File: config.mk
export PLATFORM = sky130hd
export DESIGN_NAME = acc_alu
export DESIGN_NICKNAME = d
export VERILOG_FILES = /design/src/rtl/acc_alu_pkg.sv /design/src/rtl/acc_alu_ctrl.sv /design/src/rtl/acc_alu_datapath.sv /design/src/rtl/acc_alu.sv
export SDC_FILE = /design/constraint.sdc
export NUM_CORES = 1
export LEC_CHECK = 0
export BUFFER_PORTS_ARGS = -buffer_cell sky130_fd_sc_hd__buf_2
export CAP_MARGIN = 20
export CELL_PAD_IN_SITES_DETAIL_PLACEMENT = 0
export CELL_PAD_IN_SITES_GLOBAL_PLACEMENT = 1
export CORE_MARGIN = 2
export CORE_UTILIZATION = 45
export CTS_BUF_LIST = sky130_fd_sc_hd__clkbuf_4 sky130_fd_sc_hd__clkbuf_8
export DETAILED_ROUTE_END_ITERATION = 12
export HOLD_SLACK_MARGIN = 0.02
export PLACE_DENSITY = 0.84
export SLEW_MARGIN = 20
export SYNTH_ARGS = -nofsm -noshare
export SYNTH_HDL_FRONTEND = slang
export SYNTH_SLANG_ARGS = --single-unit
File: constraint.sdc
create_clock -name clk -period 3.7 [get_ports clk]
set_input_delay 0.37 -clock clk [delete_from_list [all_inputs] [get_ports clk]]
set_output_delay 0.37 -clock clk [all_outputs]
set_load 0.02 [all_outputs]
File: src/rtl/acc_alu_pkg.sv
package acc_alu_pkg;
  localparam int DATA_W = 8;
  localparam int NIB_W  = DATA_W / 2;
  localparam int OP_W   = 5;

  typedef enum logic [OP_W-1:0] {
    OP_ADD = 5'd0,  OP_ADC = 5'd1,  OP_SUB = 5'd2,  OP_SBB = 5'd3,
    OP_AND = 5'd4,  OP_XOR = 5'd5,  OP_OR  = 5'd6,  OP_CMP = 5'd7,
    OP_CMA = 5'd8,  OP_STC = 5'd9,  OP_CMC = 5'd10, OP_RLC = 5'd11,
    OP_RRC = 5'd12, OP_RAL = 5'd13, OP_RAR = 5'd14, OP_INC = 5'd15,
    OP_DEC = 5'd16
  } aluOp_e;

  typedef enum logic [2:0] {
    RS_ADDER, RS_AND, RS_XOR, RS_OR, RS_NOT, RS_ROT, RS_CYSET, RS_CYINV
  } resSel_e;

  typedef enum logic [1:0] {CIN_ZERO, CIN_FLAG, CIN_ONE} cinSel_e;

  typedef enum logic [1:0] {ROT_LEFT, ROT_RIGHT, ROT_LEFT_CY, ROT_RIGHT_CY} rotSel_e;

  typedef struct packed {
    resSel_e resSel;
    rotSel_e rotSel;
    cinSel_e cinSel;
    logic    subtract;
    logic    xFromOperand;
    logic    yZero;
    logic    accWe;
    logic    szpWe;
    logic    acWe;
    logic    cyWe;
    logic    stepWe;
  } ctrlStrobes_t;

  typedef struct packed {
    logic s;
    logic z;
    logic ac;
    logic p;
    logic cy;
  } flags_t;
endpackage

File: src/rtl/acc_alu_ctrl.sv
module acc_alu_ctrl
  import acc_alu_pkg::*;
(
  input  logic            opValid,
  input  logic [OP_W-1:0] opCode,
  output ctrlStrobes_t    strobes
);
  always_comb begin
    strobes              = '0;
    strobes.resSel       = RS_ADDER;
    strobes.rotSel       = ROT_LEFT;
    strobes.cinSel       = CIN_ZERO;
    if (opValid) begin
      case (opCode)
        OP_ADD, OP_ADC: begin
          strobes.cinSel = (opCode == OP_ADC) ? CIN_FLAG : CIN_ZERO;
          strobes.accWe  = 1'b1;
          strobes.szpWe  = 1'b1;
          strobes.acWe   = 1'b1;
          strobes.cyWe   = 1'b1;
        end
        OP_SUB, OP_SBB, OP_CMP: begin
          strobes.subtract = 1'b1;
          strobes.cinSel   = (opCode == OP_SBB) ? CIN_FLAG : CIN_ZERO;
          strobes.accWe    = (opCode != OP_CMP);
          strobes.szpWe    = 1'b1;
          strobes.acWe     = 1'b1;
          strobes.cyWe     = 1'b1;
        end
        OP_AND, OP_XOR, OP_OR: begin
          strobes.resSel = (opCode == OP_AND) ? RS_AND :
                           (opCode == OP_XOR) ? RS_XOR : RS_OR;
          strobes.accWe  = 1'b1;
          strobes.szpWe  = 1'b1;
          strobes.acWe   = 1'b1;
          strobes.cyWe   = 1'b1;
        end
        OP_CMA: begin
          strobes.resSel = RS_NOT;
          strobes.accWe  = 1'b1;
        end
        OP_STC: begin
          strobes.resSel = RS_CYSET;
          strobes.cyWe   = 1'b1;
        end
        OP_CMC: begin
          strobes.resSel = RS_CYINV;
          strobes.cyWe   = 1'b1;
        end
        OP_RLC, OP_RRC, OP_RAL, OP_RAR: begin
          strobes.resSel = RS_ROT;
          strobes.rotSel = (opCode == OP_RLC) ? ROT_LEFT :
                           (opCode == OP_RRC) ? ROT_RIGHT :
                           (opCode == OP_RAL) ? ROT_LEFT_CY : ROT_RIGHT_CY;
          strobes.accWe  = 1'b1;
          strobes.cyWe   = 1'b1;
        end
        OP_INC, OP_DEC: begin
          strobes.subtract     = (opCode == OP_DEC);
          strobes.cinSel       = CIN_ONE;
          strobes.xFromOperand = 1'b1;
          strobes.yZero        = 1'b1;
          strobes.szpWe        = 1'b1;
          strobes.acWe         = 1'b1;
          strobes.stepWe       = 1'b1;
        end
        default: ;
      endcase
    end
  end
endmodule

File: src/rtl/acc_alu_datapath.sv
module acc_alu_datapath
  import acc_alu_pkg::*;
(
  input  logic              clk,
  input  logic              rst_n,
  input  ctrlStrobes_t      strobes,
  input  logic [DATA_W-1:0] operand,
  output logic [DATA_W-1:0] accQ,
  output flags_t            flagsQ,
  output logic [DATA_W-1:0] stepQ,
  output logic              stepValidQ
);
  logic [DATA_W-1:0] xIn, yRaw, yEff, resNext, rotRes;
  logic              cinRaw, cinEff, adderCy, rotCy, acNext, cyNext;
  logic [DATA_W:0]   sumFull;
  logic [NIB_W:0]    nibFull;

  // shared adder: subtract runs as x + ~y + ~borrow
  always_comb begin
    xIn  = strobes.xFromOperand ? operand : accQ;
    yRaw = strobes.yZero ? '0 : operand;
    yEff = strobes.subtract ? ~yRaw : yRaw;
    case (strobes.cinSel)
      CIN_FLAG: cinRaw = flagsQ.cy;
      CIN_ONE:  cinRaw = 1'b1;
      default:  cinRaw = 1'b0;
    endcase
    cinEff  = strobes.subtract ? ~cinRaw : cinRaw;
    sumFull = {1'b0, xIn} + {1'b0, yEff} + {{DATA_W{1'b0}}, cinEff};
    nibFull = {1'b0, xIn[NIB_W-1:0]} + {1'b0, yEff[NIB_W-1:0]} + {{NIB_W{1'b0}}, cinEff};
    adderCy = strobes.subtract ? ~sumFull[DATA_W] : sumFull[DATA_W];
  end

  always_comb begin
    case (strobes.rotSel)
      ROT_LEFT:    begin rotRes = {accQ[DATA_W-2:0], accQ[DATA_W-1]};   rotCy = accQ[DATA_W-1]; end
      ROT_RIGHT:   begin rotRes = {accQ[0], accQ[DATA_W-1:1]};          rotCy = accQ[0];        end
      ROT_LEFT_CY: begin rotRes = {accQ[DATA_W-2:0], flagsQ.cy};        rotCy = accQ[DATA_W-1]; end
      default:     begin rotRes = {flagsQ.cy, accQ[DATA_W-1:1]};        rotCy = accQ[0];        end
    endcase
  end

  always_comb begin
    resNext = sumFull[DATA_W-1:0];
    acNext  = 1'b0;
    cyNext  = 1'b0;
    case (strobes.resSel)
      RS_ADDER: begin acNext = nibFull[NIB_W]; cyNext = adderCy; end
      RS_AND:   begin resNext = accQ & operand; acNext = 1'b1; end
      RS_XOR:   resNext = accQ ^ operand;
      RS_OR:    resNext = accQ | operand;
      RS_NOT:   resNext = ~accQ;
      RS_ROT:   begin resNext = rotRes; cyNext = rotCy; end
      RS_CYSET: cyNext = 1'b1;
      default:  cyNext = ~flagsQ.cy;
    endcase
  end

  always_ff @(posedge clk or negedge rst_n) begin
    if (!rst_n) begin
      accQ       <= '0;
      flagsQ     <= '0;
      stepQ      <= '0;
      stepValidQ <= 1'b0;
    end else begin
      stepValidQ <= strobes.stepWe;
      if (strobes.accWe)  accQ      <= resNext;
      if (strobes.stepWe) stepQ     <= resNext;
      if (strobes.acWe)   flagsQ.ac <= acNext;
      if (strobes.cyWe)   flagsQ.cy <= cyNext;
      if (strobes.szpWe) begin
        flagsQ.s <= resNext[DATA_W-1];
        flagsQ.z <= (resNext == '0);
        flagsQ.p <= ~^resNext;
      end
    end
  end
endmodule

File: src/rtl/acc_alu.sv
module acc_alu
  import acc_alu_pkg::*;
(
  input  logic              clk,
  input  logic              rst_n,
  input  logic              opValid,
  input  logic [OP_W-1:0]   opCode,
  input  logic [DATA_W-1:0] operand,
  output logic [DATA_W-1:0] accOut,
  output logic [4:0]        flagsOut,
  output logic [DATA_W-1:0] stepOut,
  output logic              stepValid
);
  ctrlStrobes_t strobes;
  flags_t       flagsQ;

  acc_alu_ctrl ctrl_i (
    .opValid (opValid),
    .opCode  (opCode),
    .strobes (strobes)
  );

  acc_alu_datapath dp_i (
    .clk        (clk),
    .rst_n      (rst_n),
    .strobes    (strobes),
    .operand    (operand),
    .accQ       (accOut),
    .flagsQ     (flagsQ),
    .stepQ      (stepOut),
    .stepValidQ (stepValid)
  );

  assign flagsOut = flagsQ;
endmodule

# [Yosys cells after proc, flatten, opt, wreduce, memory -nomap -nowiden]
# Index checks and enable logic that the tools add are counted.
[word_totals] ff_bits=22 inputBits=16 output_inout_bits=22 wordCells=90
[op_classes] n_addsub=4 eq_ne=27 muxes=28 bitwise_logic=8 reduce_logical=15
[ops] cell="$eq A5 B4 Y1 const B" count=8
[ops] cell="$pmux W8 S5" count=1
[ops] cell="$mux W8" count=3
[ops] cell="$pmux W8 S3" count=1
[ops] cell="$eq A5 B3 Y1 const B" count=4
[ops] cell="$reduce_or A10 Y1" count=2
[ops] cell="$not A8 Y8" count=2
[ops] cell="$mux W15" count=1
[ops] cell="$pmux W3 S5" count=1
[ops] cell="$reduce_or A14 Y1" count=1
[ops] cell="$eq A5 B2 Y1 const B" count=2
[ops] cell="$mux W2" count=5
[ops] cell="$add A8 B8 Y9" count=1
[ops] cell="$add A9 B1 Y9" count=1
[ops] cell="$eq A3 B3 Y1 const B" count=3
[ops] cell="$mux W1" count=9
[ops] cell="$and A8 B8 Y8" count=1
[ops] cell="$logic_not A8 Y1" count=1
[ops] cell="$or A8 B8 Y8" count=1
[ops] cell="$pmux W1 S2" count=4
[ops] cell="$reduce_or A4 Y1" count=2
[ops] cell="$reduce_xnor A8 Y1" count=1
[ops] cell="$xor A8 B8 Y8" count=1
[ops] cell="$eq A3 B2 Y1 const B" count=2
[ops] cell="17 further kinds" count=24

# [Depth between registers and ports, before layout]
# Gate-level depths: netlist of run 1.
[depth] depth_word=14 mapped_depth=21 ltp_nobuf=19

# [Modules after synthesis]
# From an unflattened synthesis of run 1, not the netlist that was laid out.
[unflattened] hier_cells=323 area_unflattened_um2=2767.7
[by_module_without_submodules] module="acc_alu_datapath" instances=1 cells_per_inst=284 area_each_um2=2452.4 seq_area_each_um2=550.5
[by_module_without_submodules] module="acc_alu_ctrl" instances=1 cells_per_inst=39 area_each_um2=315.3 seq_area_each_um2=0.0

# [Worst setup path after synthesis of run 1]
# No wires, ideal clock.
[synth_path] kind="input -> register" start="in opCode[2]" end="reg, netlist name dp_i.flagsQ[1]" setup_time_ps=128 arrival_ps=4149 t_required_ps=3572 path_slack_ps=-577 stages=21 path_buffers=3 cell_sequence="buf_4 -> nor2_1 -> a32oi_1 -> or2b_1 -> buf_2 -> buf_2 -> ha_1 -> a21oi_1 -> nor2_1 -> xor2_1 -> fa_1 -> fa_1 -> a21o_1 -> nand3_1 -> nand3b_1 -> a211oi_1 -> nor4b_1 -> ha_1 -> xor2_1 -> xnor2_1 -> o21ai_0"
[synth_between] elab_chain_len=11 word_cells_on_any_way=59 classes_between="add/sub (2); eq/ne (25); mux (21); bitwise (2); reduce/logical (9)"
[synth_lines] item="from (decl)" line_no="acc_alu.sv:7" text="input logic [OP_W-1:0] opCode,"
[synth_lines] item="$eq A5 B4 Y1 (tied with other cells)" line_no="acc_alu_ctrl.sv:14" text="case (opCode)"
[synth_lines] item="$reduce_or A2 Y1 (tied with other cells)" line_no="acc_alu_ctrl.sv:14"
[synth_lines] item="$mux W2 / $pmux W2 S3 (equally long branches)" line_no="acc_alu_ctrl.sv:14"
[synth_lines] item="$mux W15 *" line_no="acc_alu_ctrl.sv:13" text="if (opValid) begin"
[synth_lines] item="$mux W8 (tied with other cells)" line_no="acc_alu_datapath.sv:21" text="yRaw = strobes.yZero ? '0 : operand;"
[synth_lines] item="$not A8 Y8 / $pmux W1 S2 (equally long branches)" line_no="acc_alu_datapath.sv:22, acc_alu_datapath.sv:23"
[synth_lines] item="$mux W8 / $not A1 Y1 (equally long branches)" line_no="acc_alu_datapath.sv:22, acc_alu_datapath.sv:28"
[synth_lines] item="$add A8 B8 Y9 / $mux W1 (equally long branches)" line_no="acc_alu_datapath.sv:29, acc_alu_datapath.sv:28"
[synth_lines] item="$add A9 B1 Y9" line_no="acc_alu_datapath.sv:29" text="sumFull = {1'b0, xIn} + {1'b0, yEff} + {{DATA_W{1'b0}}, cinEff};"
[synth_lines] item="$pmux W8 S5" line_no="acc_alu_datapath.sv:47" text="case (strobes.resSel)"
[synth_lines] item="$reduce_xnor A8 Y1" line_no="acc_alu_datapath.sv:74" text="flagsQ.p <= ~^resNext;"
# Mark *: on every way between the ends. The rest lies on a longest branch, timed or not.
# A chain may end at the register's enable or synchronous reset.

==> results of run 1 <==
-- logic make-up (layout without fill, tap and decap cells) --
| kind of cell | after synthesis | count (layout) | synth area share |
|---|---|---|---|
| and+or+nand+nor | 108 | 108 | 0.2103 |
| AOI/OAI and AO/OA | 105 | 105 | 0.2837 |
| buffers and inverters | 41 | 135 | 0.07428 |
| adders and majority gates | 31 | 31 | 0.1495 |
| DFF | 22 | 22 | 0.2043 |
| xor gates and xnor gates | 18 | 18 | 0.05850 |
| muxes | 5 | 5 | 0.01950 |
-- per-layer routing --
| layer | GRT usage | vias up | share of wire |
|---|---|---|---|
| met4 | 0.1034 | 0 | 0.040 |
| met3 | 0.04556 | 30 | 0.064 |
| met5 | 0 | - | 0 |
| met1 | 0.3558 | 1377 | 0.42 |
| met2 | 0.4852 | 125 | 0.47 |
| li1 | - | 1379 | - |
-- worst paths after layout --
| check | from | end | depth (start not counted) |
|---|---|---|---|
| worst max-delay path | opCode[1] | dp_i.stepQ[6] | 27 |
| worst min-delay path | rst_n | dp_i.accQ[3] | 1 |
| worst max register to register | dp_i.flagsQ[0] | dp_i.flagsQ[1] | 14 |
| worst min register to register | dp_i.stepQ[2] | dp_i.stepQ[2] | 1 |
| max in group asynchronous | rst_n | dp_i.flagsQ[4] | 1 |
| min in group clk | dp_i.stepQ[2] | dp_i.stepQ[2] | 1 |
-- final cells by class --
class	instances	area (um^2)	share of cell area
clock buffers	4	55.05	0.01548
inverters	21	78.83	0.02216
multi-input cells	267	2023	0.5688
flip-flops and latches	22	550.5	0.1548
well taps	75	93.84	0.02638
repair buffers	110	755.7	0.2125
-- power groups by stage --
stage	logic (mW)	registers, mW	clock network (mW)
finish	1.40	0.421	0.171
global route	1.54	0.434	0.183
CTS	1.38	0.422	0.174
detailed placement	1.32	0.427	0
global placement	1.30	0.424	0
floorplan	0.697	0.534	0
-- through the flow --
step                instance area [um^2]  hold WS [ns]  cells
CTS                                 3538       0.07487    498
global route                        3557       0.09274    499
finish                              3557       0.05949    499
global placement                    3254        0.3571    470
floorplan                           2750       0.07441    330
detailed placement                  3254        0.3591    470
-- sequential cells by signal, summed over array words and instances (netlist names) --
| register | count |
|---|---|
| dp_i.accQ | 8 |
| dp_i.stepQ | 8 |
| dp_i.flagsQ | 5 |
| dp_i.stepValidQ | 1 |
-- layout by cell type (no fill, tap or decap), types with 3 or more instances in the layout --
cell type | netlist | routed
sky130_fd_sc_hd__nor3_1 | 8 | 8
sky130_fd_sc_hd__o21a_1 | 3 | 3
sky130_fd_sc_hd__dfrtp_1 | 22 | 22
sky130_fd_sc_hd__mux2i_1 | 3 | 3
sky130_fd_sc_hd__buf_2 | 10 | 34
sky130_fd_sc_hd__xor2_1 | 5 | 5
sky130_fd_sc_hd__o21ai_0 | 32 | 30
sky130_fd_sc_hd__a31oi_1 | 3 | 3
sky130_fd_sc_hd__a211oi_1 | 5 | 3
sky130_fd_sc_hd__nand2b_1 | 7 | 7
sky130_fd_sc_hd__ha_1 | 29 | 27
sky130_fd_sc_hd__nor2b_1 | 4 | 4
sky130_fd_sc_hd__nand2_1 | 30 | 30
sky130_fd_sc_hd__o2bb2ai_1 | 4 | 4
sky130_fd_sc_hd__xnor2_1 | 13 | 13
sky130_fd_sc_hd__nand3_1 | 10 | 9
sky130_fd_sc_hd__buf_4 | 3 | 73
sky130_fd_sc_hd__inv_1 | 21 | 20
sky130_fd_sc_hd__a21o_1 | 5 | 5
sky130_fd_sc_hd__o211ai_1 | 3 | 3
sky130_fd_sc_hd__a21oi_1 | 21 | 17
sky130_fd_sc_hd__clkbuf_8 | 0 | 4
sky130_fd_sc_hd__o221a_2 | 3 | 3
sky130_fd_sc_hd__nor2_1 | 24 | 22
sky130_fd_sc_hd__a21oi_2 | 0 | 4
-- timing repair --
item | 4_1_cts | 5_1_grt
setup buffers | 24 | 1
pin swaps | 16 | 9
resized for setup | 10 | 4
endpoints found under the setup margin | 1 | 5
==> results list, run 1 <==
- The flow ran to the end, but the final reports show violations.
* Violated checks: negative setup slack
- Yosys printed 0 warnings.
- The repair_antennas step left the layout with diodes totalling 0.
- In this design, the stage delay of the slowest critical-path cell is 0.26 ns.
- Clock input transition at the sequential cells of the worst setup and hold paths: 0.08 ns
* Power share of the sequential group: 0.211
- Final Net Count: 472
- The worst setup path is launched from an input port.
* Portion of total power attributed to combinational logic: 0.704
- The number of antenna violations at the first check in global routing was 0.
* Slowest cell on the critical path: sky130_fd_sc_hd__mux2_2
* Starting density of the core: 0.4607
* Synth Cell Area: approximately 0.0027 mm^2
- Avg Vias per Cell: 5.834
- For the worst setup path, the data arrival time is 4.04 ns.
- Util after Layout: 0.6080
- Classification of the worst-slack hold path: input port to asynchronous set/reset pin
* Total routing resource utilization after global routing: 0.2828
- Of all cell types, the one taking the most synthesized area is sky130_fd_sc_hd__dfrtp_1.
- Setup repair after global routing could not meet its margin everywhere.
- Measured against its own limit, the worst slew margin works out to 0.5757.
- Die height: around 81 um
* Sum of overflow across all layers after global routing: 0
* Total of endpoints with negative setup slack in the final report: 2
- Maximum count of clock buffers along a single path: 2
- Starting DRC count in detailed routing: 250
* Worst Setup Slack post-DPL: -0.4628 ns
- Setup TNS Final: -0.2250 ns
* Netlist cell types: 65
- Root buffer selected by CTS: sky130_fd_sc_hd__clkbuf_8
- Entering global routing, the biggest net connects 31 pins.
- The final layout contains routed wiring with a total length of 8808 um.
- Post-Syn Nets: around 380
- Among cell families on the critical path, the largest total delay comes from buffers and inverters.
- In this run, CTS created clock tree buffers numbering 3.
- Data on the critical path is required at its endpoint by ~3.9 ns.
- Share of final-layout standard cells stronger than drive strength 1: 0.3443
- Synthesis produced 330 cells.
- After clock tree synthesis, the flow added hold-fix buffers numbering 0.
- During placement, the flow inserted port buffers numbering 37.
* Fmax achieved: 257.2 MHz
- GPL Wtd Cong: 0.9244
* Fin crit share: 1.051
- Total number of H-tree levels: 1
- Detailed placement finished with a half-perimeter wire length of ~6500 um.
- TritonCTS built the clock tree.
* Leakage: 1.702 nW
- The region available for standard cell placement spans 0.005851 mm^2.
- Number of register bits inferred by synthesis: 22
* Worst voltage drop across the vdd grid: 0.0004837 V
- By count the netlist is led by 32 x sky130_fd_sc_hd__o21ai_0, 30 x sky130_fd_sc_hd__nand2_1, 29 x sky130_fd_sc_hd__ha_1, 24 x sky130_fd_sc_hd__nor2_1, 22 x sky130_fd_sc_hd__dfrtp_1.
* Mapped Avg Cell Area: 8.167 um^2
- Skew-Pair Late Insertion Delay: around 0.26 ns
* Die Width: ~80 um
* Die area: 0.006624 mm^2
- Counting the fill cells in the layout gives 515.
- Buf/Inv on CP: 23
* Largest cells by area after synthesis: sky130_fd_sc_hd__dfrtp_1 20%, sky130_fd_sc_hd__ha_1 13%, sky130_fd_sc_hd__o21ai_0 5.9%
- Total number of vias: 2911
* DRC: 0
* Overall power consumption: 1.996 mW
- Remaining number of nets flagged by the antenna check after routing: 0
- Across all register-to-register paths, the minimum setup slack is ~0.6 ns.
- Average wire length per cell after detail routing: 17.65 um
- For this run, the leading register cell type out of synthesis is sky130_fd_sc_hd__dfrtp_1.
* Worst Tran Pin Value: 0.6341 ns
- Of the total power, the clock network draws 0.086.
- Crit path kind: input port to flip-flop
- Relative to the synthesized area, the layout overhead comes to 31.99%.
* Final clock skew: 0.003852 ns
* Slew Viols, Final: 0
- Fraction of power spent switching nets: 0.4519
- The first detailed-routing pass took 6 iterations.
* Slack of the critical path: -0.1882 ns
- Of the post-synthesis cell area, the dominant cell type holds 0.2043.
* Total number of clock tree sinks: 22
* Via count of the first global-routing pass: 2814
- In this run, synthesis inferred 0 flip-flops with an integrated enable.
- The share of the Yosys chip area taken by registers is 0.2043.
* Category of the worst setup path capture point: flip-flop
- Most repeated cell in the gate-level netlist after synthesis: sky130_fd_sc_hd__o21ai_0
* Hold Vio Cnt, Final: 0
* Internal power: 1.094 mW
* Number of violations of the max-capacitance limit: 0
* Most frequent cell on the critical path: sky130_fd_sc_hd__buf_4
* Number of rows in the core area: 28
- The first global-routing pass estimated 14150 um of wire.
* P per Cell Area: 561.0 mW/mm^2
- Share of synthesized flip-flops with an asynchronous set or reset: 1.000
- Crit path time final: 3.888 ns
- Along the worst path, the maximum fanout reaches 4.
- Summed over all nets, the switching power comes to 901.7 uW.
- Number of top-level pins: 38
Power figures use the tool's default switching activity.
==> run 2, diff against run 1 <==
- PLACE_DENSITY: 0.84 -> 0.83
- SYNTH_HIERARCHICAL: default -> 1
==> run 2 against run 1 <==
  * The flow now finishes without violations
  * Cell count down 6.4%
  * Via count decreased by 13%
  * Largest power group unchanged
  * Count of clock-buffer cells in the layout is the same
  * Die area rose by 2.6%
  * Fmax grew 7.4%
  * Sequential share of layout area rose by 0.71 points
  * Highest routed layer unchanged
  * First-iteration DRC count fell by 64%
  * Synthesized cell count fell by 2.1%
  * Combinational power increased by 17%
  * Flip-flop and latch count unchanged
  * Hold slack gained 0.014 ns
  * Final area shrank 4.4%
==> results list, run 2 <==
* Placeable Area: 0.005921 mm^2
- Avg Vias per Cell: 5.450
- Most repeated cell in the gate-level netlist after synthesis: sky130_fd_sc_hd__inv_1
* Starting density of the core: 0.4675
- Synthesis inferred 22 register bits.
- Most frequent cell on the critical path: sky130_fd_sc_hd__xnor2_1
- Of the available clock period, the critical path in the final layout requires 0.9789.
- P per Cell Area: between 600 and 700 mW/mm^2
* Util after Layout: 0.5746
- Along the worst path, the maximum fanout reaches 4.
- The global routing stage identified its most utilized layer as met2.
* Slew Viols, Final: 0
- By area the synthesized netlist is led by sky130_fd_sc_hd__dfrtp_1 20%, sky130_fd_sc_hd__ha_1 14%, sky130_fd_sc_hd__inv_1 4.7%.
* Top cell types by occurrence after synthesis: 35 x sky130_fd_sc_hd__inv_1, 30 x sky130_fd_sc_hd__ha_1
* Die height: 82.43 um
- The floorplan step defined a die boundary enclosing 0.006794 mm^2.
- Req. time, crit path: 3.85 ns
* Number of buffers added by the clock tree synthesis step: 3
* Category of the worst setup path capture point: flip-flop
- Synth Cell Area: 0.002768 mm^2
- GR Util met1: 0.3286
- Slowest cell on the critical path: sky130_fd_sc_hd__fa_2
* Yosys warns: 6
* Classification of the worst-slack hold path: input port to asynchronous set/reset pin
- Synth top area share: 0.1989
- Fillers: around 530
* Number of violations of the max-capacitance limit: 0
* Overall power consumption: 2.259 mW
- Maximum count of clock buffers along a single path: 2
- Most common cell after layout, fill and taps aside: sky130_fd_sc_hd__buf_4
- Hold Vio Cnt, Final: 0
- The first global-routing pass estimated between 10000 and 15000 um of wire.
* Longest individual stage delay on the worst path: 0.38 ns
* Total number of vias: 2545
* Via count of the first global-routing pass: 2427
* Ordered cell list for the critical path: buf_6 > nand2b_4 > o32ai_4 > inv_1 > ha_2 > a21oi_2 > nor2_1 > xor2_1 > fa_2 > a21o_4 > a221oi_4 > mux2i_1 > a32oi_2 > ha_1 > xnor2_1 > xnor2_1 > mux2_4
* Leakage: between 1.5 and 2 nW
* DRC: 0
- Port Buffers: 37
- Total number of H-tree levels: 1
- Cell taking the most area after synthesis: sky130_fd_sc_hd__dfrtp_1
* Crit path time final: 3.622 ns
- The cell count after synthesis came out at 323.
- Hold buffer count at CTS: 0
- The root buffer cell chosen for the clock tree is sky130_fd_sc_hd__clkbuf_8.
- For this design the top-level I/O count stands at 38.
- Detailed placement ended at an HPWL of 5789 um.
- Status: complete, no violations
* Post-Syn Nets: 371
- Summed over all layers, the routed wires come to 7037 um.
- Share of final-layout standard cells stronger than drive strength 1: 0.3240
- The number of antenna violations at the first check in global routing is 0.
- Across all register-to-register paths, the minimum setup slack is 0.64 ns.
* Average wire length per cell after detail routing: 15.07 um
* Startpoint type of the worst setup path: input port
- Fmax achieved: 276.1 MHz
- The worst pin sits at a relative slew slack of 0.6566.
* Skew-Pair Late Insertion Delay: about 0.25 ns
- Routability-driven placement finished with a final weighted congestion of 0.9035.
- Worst Tran Pin Value: 0.5020 ns
* Total number of clock tree sinks: 22
- Crit path DAT: 3.77 ns
- For this run, global-route usage on met3 was measured as 0.02283.
- Area growth from synthesis to layout: 22.92%
- Total of endpoints with negative setup slack in the final report: 0
- After the first detailed-routing iteration, the DRC count stood at 89.
* Count of antenna diodes in the layout: 0
- The pre-antenna-repair detailed-routing pass consisted of 5 iterations.
* Total routing resource utilization after global routing: 0.2194
- The floorplan has 28 rows.
- The share of the Yosys chip area taken by registers is 0.1989.
* Number of enable-type register cells in the synthesized netlist: 0
- In the final design database the tool counted 441 nets.
- In the final layout, the registers with the most flip-flops are dp_i/accQ x8, dp_i/stepQ x8, dp_i/flagsQ x5.
- In this run, placement finished with an instance count of 461.
- Die Width: 82.43 um
- Clock-pin slew was measured on the worst setup and hold paths at 0.08 ns.
* Maximum number of pins on one net before global-route repair: 25
* Mapped Avg Cell Area: 8.569 um^2
* Final clock skew: 0.004999 ns
- Sum of overflow across all layers after global routing: 0
* Most used cells in the layout excluding fill and tap cells: 47 x sky130_fd_sc_hd__buf_4, 34 x sky130_fd_sc_hd__inv_1, 34 x sky130_fd_sc_hd__buf_2, 29 x sky130_fd_sc_hd__ha_1
- Fraction of met2 tracks used by global routing: 0.3444
* Top_reg_cell synth: sky130_fd_sc_hd__dfrtp_1
* Worst voltage drop across the vdd grid: between 0.0005 and 0.0006 V
- Clock tree from TritonCTS: built
* Netlist cell types: 62
* Final Instance Count excl. Fillers: 467
- Crit path kind: input port to flip-flop
- For this run, asynchronously set or reset flops after synthesis account for 1.000.
* Remaining number of nets flagged by the antenna check after routing: 0
- RSZ-0062 raised after global routing: true
[run 2: changes by cell type in the layout (fill, tap and decap cells not counted), sizes merged, moves of 5 or more]
cell    delta
nor3       -5
mux2       +7
nand2      -7
inv       +14
mux2i     +10
nand3      -6
buf       -26
o21ai     -19
nand2b    +11
[run 2: kinds of logic (layout without fill, tap and decap cells)]
family                   count (synthesis)  after routing  share of synthesized area
AND/OR/NAND/NOR                         91             91                     0.1836
AO/OA/AOI/OAI                           82             82                     0.2107
buffers and inverters                   55            124                     0.1103
adder cells (fa/ha/maj)                 32             32                     0.1501
multiplexers                            22             22                    0.08363
flip-flops                              22             22                     0.1989
XOR/XNOR                                19             19                    0.06284
[run 2: report_power, final]
part	leakage [nW]	switching, mW	internal (mW)	total (mW)
sequential	0.262	0.108	0.345	0.453
combinational	1.28	0.856	0.784	1.64
clock	0.0288	0.0715	0.0946	0.166
total	1.57	1.04	1.22	2.26
[run 2: worst paths after layout]
check                                     from              to  cells after the start
worst max-delay path                 opCode[4]  dp_i/flagsQ[1]                     17
worst min-delay path                     rst_n   dp_i/stepQ[7]                      1
worst max register to register  dp_i/flagsQ[0]  dp_i/flagsQ[1]                     12
worst min register to register   dp_i/stepQ[4]   dp_i/stepQ[4]                      1
max in group asynchronous                rst_n   dp_i/stepQ[2]                      1
min in group clk                 dp_i/stepQ[4]   dp_i/stepQ[4]                      1
[run 2: repair_timing]
| item | CTS | global route |
|---|---|---|
| setup buffers | 0 | 2 |
| endpoints found under the setup margin | 1 | 1 |
| pin swaps | 0 | 11 |
| gates resized for setup | 1 | 8 |
| cloned | 0 | 0 |
[run 2: layout make-up]
cell class / count / area, um^2 / area share
well taps: 75 / 93.84 / 0.02758
multi-input cells: 246 / 1998 / 0.5873
inverters: 35 / 131.4 / 0.03862
clock buffers: 4 / 55.05 / 0.01618
repair buffers: 85 / 573.1 / 0.1684
flip-flops and latches: 22 / 550.5 / 0.1618
[run 2: worst max-delay path, delay by kind of cell]
kind                     cells  cell delay (ns)
AO/OA/AOI/OAI                5             1.13
XOR/XNOR                     3             0.45
adder cells (fa/ha/maj)      3             0.89
buffers and inverters        2             0.17
multiplexers                 2             0.54
AND/OR/NAND/NOR              2             0.22
[run 2: stage by stage]
stage | hold slack, ns | setup WS [ns] | setup TNS (ns) | instance area, um^2
after floorplan | 0.07441 | -0.1218 | -0.1218 | 2834
after global placement | 0.3560 | -0.1684 | -0.1684 | 3288
after detailed placement | 0.3641 | -0.2545 | -0.2545 | 3288
after CTS | 0.08154 | 0.03566 | 0 | 3352
after global routing | 0.1104 | -0.03794 | -0.03794 | 3402
final | 0.07339 | 0.07820 | 0 | 3402
[run 2: routing by layer]
| layer | up-vias | share of wire |
|---|---|---|
| met5 | - | 0 |
| met4 | 0 | 0.0078 |
| met3 | 6 | 0.052 |
| met2 | 68 | 0.45 |
| met1 | 1207 | 0.49 |
| li1 | 1264 | - |
